### src/rtl/pwrmode_pkg.sv
`timescale 1ns/1ps
package pwrmode_pkg;

  // Transmit-side pad controls, kept together so they change on one edge
  typedef struct packed {
    logic drv_oe;
    logic clk_oe;
    logic clk_pu;
  } tx_pad_t;

  localparam tx_pad_t TX_PAD_ACTIVE = '{drv_oe: 1'b1, clk_oe: 1'b1, clk_pu: 1'b0};
  localparam tx_pad_t TX_PAD_HIZ    = '{drv_oe: 1'b0, clk_oe: 1'b0, clk_pu: 1'b1};
  localparam tx_pad_t TX_PAD_OFF    = '{drv_oe: 1'b0, clk_oe: 1'b0, clk_pu: 1'b0};

endpackage

### src/rtl/pwrmode_sync.sv
`timescale 1ns/1ps
module pwrmode_sync #(
  parameter int STAGES = 2
) (
  input  logic clk,
  input  logic rst_n,
  input  logic d_async,
  output logic q_sync
);
  localparam int LAST = STAGES - 1;

  logic [LAST:0] chain;

  always_ff @(posedge clk or negedge rst_n) begin
    if (!rst_n) begin
      chain <= '0;
    end else begin
      chain[0] <= d_async;
      for (int i = 1; i < STAGES; i++) begin
        chain[i] <= chain[i-1];
      end
    end
  end

  assign q_sync = chain[LAST];
endmodule

### src/rtl/pwrmode_rx.sv
`timescale 1ns/1ps
module pwrmode_rx (
  input  logic clk,
  input  logic rst_n,
  input  logic pd_req,
  input  logic autopm_req,
  input  logic link_100m,
  input  logic sig_ok_sync,
  input  logic rx_active,
  output logic rx_pwr_en,
  output logic rxclk_en
);
  // Auto power management only applies at 100 Mb/s
  logic pm_live;
  logic pwr_next;
  logic clk_next;

  always_comb begin
    pm_live  = autopm_req && link_100m;
    pwr_next = 1'b1;
    clk_next = 1'b1;
    if (pd_req) begin
      pwr_next = 1'b0;
      clk_next = 1'b0;
    end else if (pm_live) begin
      pwr_next = sig_ok_sync;
      clk_next = rx_active;
    end
  end

  always_ff @(posedge clk or negedge rst_n) begin
    if (!rst_n) begin
      rx_pwr_en <= 1'b1;
      rxclk_en  <= 1'b1;
    end else begin
      rx_pwr_en <= pwr_next;
      rxclk_en  <= clk_next;
    end
  end

  assert_rx_sleep_R3: assert property (@(posedge clk) disable iff (!rst_n)
    (!pd_req && autopm_req && link_100m && !sig_ok_sync) |=> !rx_pwr_en);

  assert_rx_wake_R4: assert property (@(posedge clk) disable iff (!rst_n)
    (!pd_req && autopm_req && link_100m && sig_ok_sync) |=> rx_pwr_en);

  assert_rxclk_gate_R5: assert property (@(posedge clk) disable iff (!rst_n)
    (!pd_req && autopm_req && link_100m) |=> (rxclk_en == $past(rx_active)));

  assert_slow_link_R6: assert property (@(posedge clk) disable iff (!rst_n)
    (!pd_req && !link_100m) |=> (rx_pwr_en && rxclk_en));
endmodule

### src/rtl/pwrmode_tx.sv
`timescale 1ns/1ps
module pwrmode_tx
  import pwrmode_pkg::*;
(
  input  logic    clk,
  input  logic    rst_n,
  input  logic    pd_req,
  input  logic    hiz_req,
  output tx_pad_t pad
);
  tx_pad_t pad_next;

  always_comb begin
    if (pd_req)       pad_next = TX_PAD_OFF;
    else if (hiz_req) pad_next = TX_PAD_HIZ;
    else              pad_next = TX_PAD_ACTIVE;
  end

  always_ff @(posedge clk or negedge rst_n) begin
    if (!rst_n) pad <= TX_PAD_ACTIVE;
    else        pad <= pad_next;
  end

  assert_tx_hiz_R7: assert property (@(posedge clk) disable iff (!rst_n)
    (hiz_req && !pd_req) |=> (!pad.drv_oe && !pad.clk_oe && pad.clk_pu));

  assert_tx_restore_R8: assert property (@(posedge clk) disable iff (!rst_n)
    (!hiz_req && !pd_req) |=> (pad.drv_oe && pad.clk_oe && !pad.clk_pu));

  assert_pd_no_pullup_R10: assert property (@(posedge clk) disable iff (!rst_n)
    pd_req |=> !pad.clk_pu);

  // A pulled-up clock pin must never be driven at the same time
  assert_pu_vs_drive_R7: assert property (@(posedge clk) disable iff (!rst_n)
    pad.clk_pu |-> !pad.clk_oe);
endmodule

### src/rtl/phy_pwr_mode_ctl.sv
`timescale 1ns/1ps
module phy_pwr_mode_ctl
  import pwrmode_pkg::*;
#(
  parameter int SYNC_STAGES = 2
) (
  input  logic clk,
  input  logic rst_n,
  input  logic cfg_pwrdn,
  input  logic cfg_rx_autopm,
  input  logic cfg_tx_hiz,
  input  logic link_100m,
  input  logic sig_det,
  input  logic rx_active,
  output logic pd_en,
  output logic rx_pwr_en,
  output logic rxclk_en,
  output logic tx_drv_oe,
  output logic txclk_oe,
  output logic txclk_pu
);
  logic    sig_ok_sync;
  tx_pad_t tx_pad;

  always_ff @(posedge clk or negedge rst_n) begin
    if (!rst_n) pd_en <= 1'b0;
    else        pd_en <= cfg_pwrdn;
  end

  pwrmode_sync #(.STAGES(SYNC_STAGES)) u_sigdet_sync (
    .clk     (clk),
    .rst_n   (rst_n),
    .d_async (sig_det),
    .q_sync  (sig_ok_sync)
  );

  pwrmode_rx u_rx (
    .clk         (clk),
    .rst_n       (rst_n),
    .pd_req      (cfg_pwrdn),
    .autopm_req  (cfg_rx_autopm),
    .link_100m   (link_100m),
    .sig_ok_sync (sig_ok_sync),
    .rx_active   (rx_active),
    .rx_pwr_en   (rx_pwr_en),
    .rxclk_en    (rxclk_en)
  );

  pwrmode_tx u_tx (
    .clk     (clk),
    .rst_n   (rst_n),
    .pd_req  (cfg_pwrdn),
    .hiz_req (cfg_tx_hiz),
    .pad     (tx_pad)
  );

  assign tx_drv_oe = tx_pad.drv_oe;
  assign txclk_oe  = tx_pad.clk_oe;
  assign txclk_pu  = tx_pad.clk_pu;

  assert_pd_all_off_R1: assert property (@(posedge clk) disable iff (!rst_n)
    cfg_pwrdn |=> (pd_en && !rx_pwr_en && !rxclk_en && !tx_drv_oe && !txclk_oe && !txclk_pu));

  assert_pd_exit_R2: assert property (@(posedge clk) disable iff (!rst_n)
    (!cfg_pwrdn && !cfg_rx_autopm && !cfg_tx_hiz) |=> (!pd_en && rx_pwr_en && rxclk_en && tx_drv_oe));

  assert_hiz_keeps_rx_R7: assert property (@(posedge clk) disable iff (!rst_n)
    (cfg_tx_hiz && !cfg_pwrdn && !cfg_rx_autopm) |=> (rx_pwr_en && rxclk_en));
endmodule

### config.mk
export PLATFORM = sky130hd
export DESIGN_NAME = phy_pwr_mode_ctl
export DESIGN_NICKNAME = d
export VERILOG_FILES = /design/src/rtl/pwrmode_pkg.sv /design/src/rtl/pwrmode_sync.sv /design/src/rtl/pwrmode_rx.sv /design/src/rtl/pwrmode_tx.sv /design/src/rtl/phy_pwr_mode_ctl.sv
export SDC_FILE = /design/constraint.sdc
export NUM_CORES = 1
export LEC_CHECK = 0
export BUFFER_PORTS_ARGS = -buffer_cell sky130_fd_sc_hd__clkbuf_2
export CORE_AREA = 2 2 39 41
export DETAILED_ROUTE_END_ITERATION = 8
export DIE_AREA = 0 0 41 43
export HOLD_SLACK_MARGIN = 0.02
export PLACE_DENSITY = 0.42
export REMOVE_ABC_BUFFERS = 1
export SLEW_MARGIN = 10
export SYNTH_ARGS = -nofsm -noshare
export SYNTH_HDL_FRONTEND = slang
export SYNTH_HIERARCHICAL = 1
export SYNTH_SLANG_ARGS = --single-unit
### constraint.sdc
create_clock -name clk -period 1.75 [get_ports clk]
set_input_delay 0.175 -clock clk [delete_from_list [all_inputs] [get_ports clk]]
set_output_delay 0.175 -clock clk [all_outputs]
set_load 0.02 [all_outputs]
After elaboration in Yosys (flattened, before gate mapping):

Index checks and enable logic that the tools add are counted.

* register bits: 8
* output and inout bits: 6
* logic and storage cells: 14

* muxes and demuxes: 6
* reduce and logical (&&, ||, !) cells: 1

Operator list (number)
* $mux W3: 2
* $mux W1: 4
* $logic_and A1 B1 Y1: 1

Logic depth before layout (Yosys ltp):

* depth after elaboration: 3
* gate-level depth with buffers: 2
* gate-level depth less buffers: 2

Modules after synthesis:

Netlist, hierarchy kept.

Modules (own cells, without submodules)
* pwrmode_tx: instances 1, cells an instance 5, area each 76.3 um^2, sequential area each 51.3 um^2
* pwrmode_rx: instances 1, cells an instance 6, area each 72.6 um^2, sequential area each 52.6 um^2
* pwrmode_sync: instances 1, cells an instance 2, area each 50.0 um^2, sequential area each 50.0 um^2
* phy_pwr_mode_ctl: instances 1, cells an instance 1, area each 25.0 um^2, sequential area each 25.0 um^2

Worst setup path after synthesis:

Ideal clock, no wire load.

* path type: register to output
* from: register, netlist name u_tx/pad[1]
* to: output tx_drv_oe
* data arrival time: 0.720 ns
* required time: 1.575 ns
* setup slack: 0.855 ns
* stages on the path, launching flop included: 2
* buffers on the path: 1
* path through: dfstp_2 > buf_4

RTL lines
* end: declaration: RTL line phy_pwr_mode_ctl.sv:18 `output logic tx_drv_oe,`

Worst setup path after layout:

* from: register u_tx/pad[1] (netlist bit)
* to: output txclk_oe

RTL lines
* start: declaration: RTL line pwrmode_tx.sv:9 `output tx_pad_t pad`
* start signal: assignment: RTL line pwrmode_tx.sv:21 `else pad <= pad_next;`
* end: declaration: RTL line phy_pwr_mode_ctl.sv:19 `output logic txclk_oe,`

No word-level cell between the ends.

==> results by group <==
Final layout
  • Layout fillers: 155
  • Design area: 348 sq um
  • Final instance count without filler cells: 48
  • Share of layout cells above drive strength 1: 62.5%
  • Fin nets: 41
  • # diodes: 0
  • Area grow syn2layout: 55.3%

Clocking
  • CTS buffer count: 3
  • Clock transition at the registers of the reported paths: 50 ps
  • Clock sink count: 7
  • Clock root buffer: clkbuf_4
  • Clock Latency Late Sink: 240 ps
  • Post-CTS setup buffers: 0
  • CTS Hold Bufs: 1
  • H-tree depth: 1
  • Clock Path Buffers: 2
  • CTS tree: built
  • # resized after CTS: 0

Critical path
  • Critical Path AT: 920 ps
  • CP delay by family, top: flip-flops
  • Critical path's largest stage delay: 520 ps
  • Path depth of the worst reg2reg path: 2
  • Crit path cell chain: clkbuf_2
  • Path length in cells of the critical path: 1
  • Slowest CP cell: dfstp_2
  • Crit path max fanout: 2
  • Critical path buffer and inverter count: 1
  • CP Data Required Time: 1570 ps
  • Critical path startpoint category: register
  • Critical path class: register to primary output
  • CP endpoint kind: primary output

Die
  • Core footprint: 1380 sq um
  • I/O pin count: 14
  • Die ar.: 1760 sq um
  • Starting Density: 16.2%
  • Die H: 43 um
  • Row cnt: 14
  • Die width: 41 um

Logic synthesis
  • Sequential-to-total area share from yosys stat: 79.9%
  • Post-synthesis area per instance: 16.0 sq um
  • Ranking of synthesized cells by area: dfrtp_1 45%, dfstp_2 35%, nor2b_4 6.1%, a31oi_1 5.6%, buf_4 3.4%
  • Netlist Area Pre-Place: 224 sq um
  • Synth Register Bits: 7
  • Post-Syn Instances: 14
  • Yosys cell types: 7
  • Synth top area share: 44.7%
  • Ys Warns: 6
  • Post-synth top area cell: dfrtp_1

Timing
  • Fmax: 910 MHz
  • Setup tns final: 0 ps
  • Final Skew: 0.352 ps
  • Final setup viols: 0
  • Fin crit period: 1100 ps
  • Fin. Hold Viols: 0
  • Final number of max-transition violations: 0
  • Slew @ Worst Pin: 175 ps
  • Period utilisation layout: 62.8%
  • RSZ-0062 raised after global routing: no
  • Slew margin rel.: 88.3%

Global routing
  • First-pass GRT wire length: 683 um
  • Total GRT Usage: 6.68%
  • Global route overflow: 0
  • Vias in the first global route: 166
  • Initial antenna violation count: 0
  • Largest net degree at the start of global routing: 8

Placement
  • IO Port Bufs: 13
  • Area of placed instances: 302 sq um
  • Cells after DPL: 42
  • GP Congestion: 0.562

Pwr
  • Power per cell area: 1030 nW/um^2
  • Leakage: 0.000180 uW
  • Max IR drop VDD: 235 uV

Drt
  • 1st-pass router iterations: 2
  • Drt wl/cell: 8.67 um
  • Total number of vias: 171
  • Avg Vias per Cell: 3.56
  • Post-DRT Antenna Nets: 0
  • First DRT Iteration DRCs: 2
  • Post-route DRC: 0
  • WL final: 416 um

Min path
  • Number of cells on the worst hold path: 2
  • Hold Path Class: primary input to register

Run status
  • Run status: finished clean

Flow run
  • Max-Cap Viols: 0
[cells in the final DEF (no fill, tap or decap)]
master	instances
dfstp_2	3
clkbuf_2	13
dfrtp_1	4
nor2_1	1
dlygate4sd3_1	2
clkbuf_4	3
a31oi_1	2
clkbuf_1	1
nor2b_4	1
inv_1	2
[synthesized netlist by cell type, drive strengths merged]
library cell and n:
nor2b 1, dfstp 3, inv 2, a31oi 2, buf 1, dfrtp 4, nor2 1
[layout make-up]
class / count / area, sq um / area share [%]
flip-flops and latches: 7 / 179 / 51.4
repair buffers: 15 / 85.1 / 24.5
multi-input cells: 4 / 30.0 / 8.63
clock buffers: 4 / 26.3 / 7.55
well taps: 16 / 20.0 / 5.76
inverters: 2 / 7.51 / 2.16
[layer usage]
metal	routed length, um	part of all wire, %	GRT usage, %	vias up
met5	0	0	0	-
met4	23	5.5	8.00	0
met3	70	17	4.71	4
met2	149	36	8.13	16
met1	172	41	6.27	71
li1	-	-	-	80
[metrics by stage]
step / worst slack [ps] / hold WS [ps] / total power, uW / utilization [%]
3_5_place_dp: 908 / 20.0 / 216 / 21.8
3_3_place_gp: 913 / 12.4 / 215 / 21.8
4_1_cts: 637 / 24.2 / 367 / 24.4
5_1_grt: 603 / 58.3 / 390 / 25.1
2_1_floorplan: 953 / -121 / 195 / -
6_report: 651 / 64.9 / 359 / 25.1
[worst register-to-register path: cells and delay by family (launching register included)]
kind | cells | cell delay (ps)
DFF | 1 | 320
buffers and inverters | 1 | 30
AOI/OAI and AO/OA | 1 | 130
[worst paths after layout]
check                                  startpoint                      to  slack (ps)
max in group asynchronous                   rst_n           u_rx/rxclk_en        1220
hold reg to reg            u_sigdet_sync/chain[0]  u_sigdet_sync/chain[1]         350
setup / recovery                      u_tx/pad[1]                txclk_oe         650
setup reg to reg           u_sigdet_sync/chain[1]          u_rx/rx_pwr_en        1190
min in group asynchronous                   rst_n                   pd_en         290
hold / removal                         cfg_tx_hiz             u_tx/pad[1]          60
[report_power, final]
| group | internal [uW] | leakage [uW] | switching [uW] |
|---|---|---|---|
| clock network | 86.8 | 0.0000150 | 56.9 |
| registers | 174 | 0.0000793 | 2.33 |
| logic | 16.9 | 0.0000861 | 22.5 |
[kinds of logic (layout without fill, tap and decap cells)]
kind of cell	Yosys count	after routing	synth area share (%)
AOI/OAI and AO/OA	2	2	5.59
buffers and inverters	3	21	6.71
and+or+nand+nor	2	2	7.82
DFF	7	7	79.9
[registers in the layout, summed over array words and instances, names as in the netlist]
name,cells
u_rx/rx_pwr_en,1
u_sigdet_sync/chain,2
pd_en,1
u_tx/pad,2
u_rx/rxclk_en,1
No activity file was read; power rests on OpenSTA's default activity.
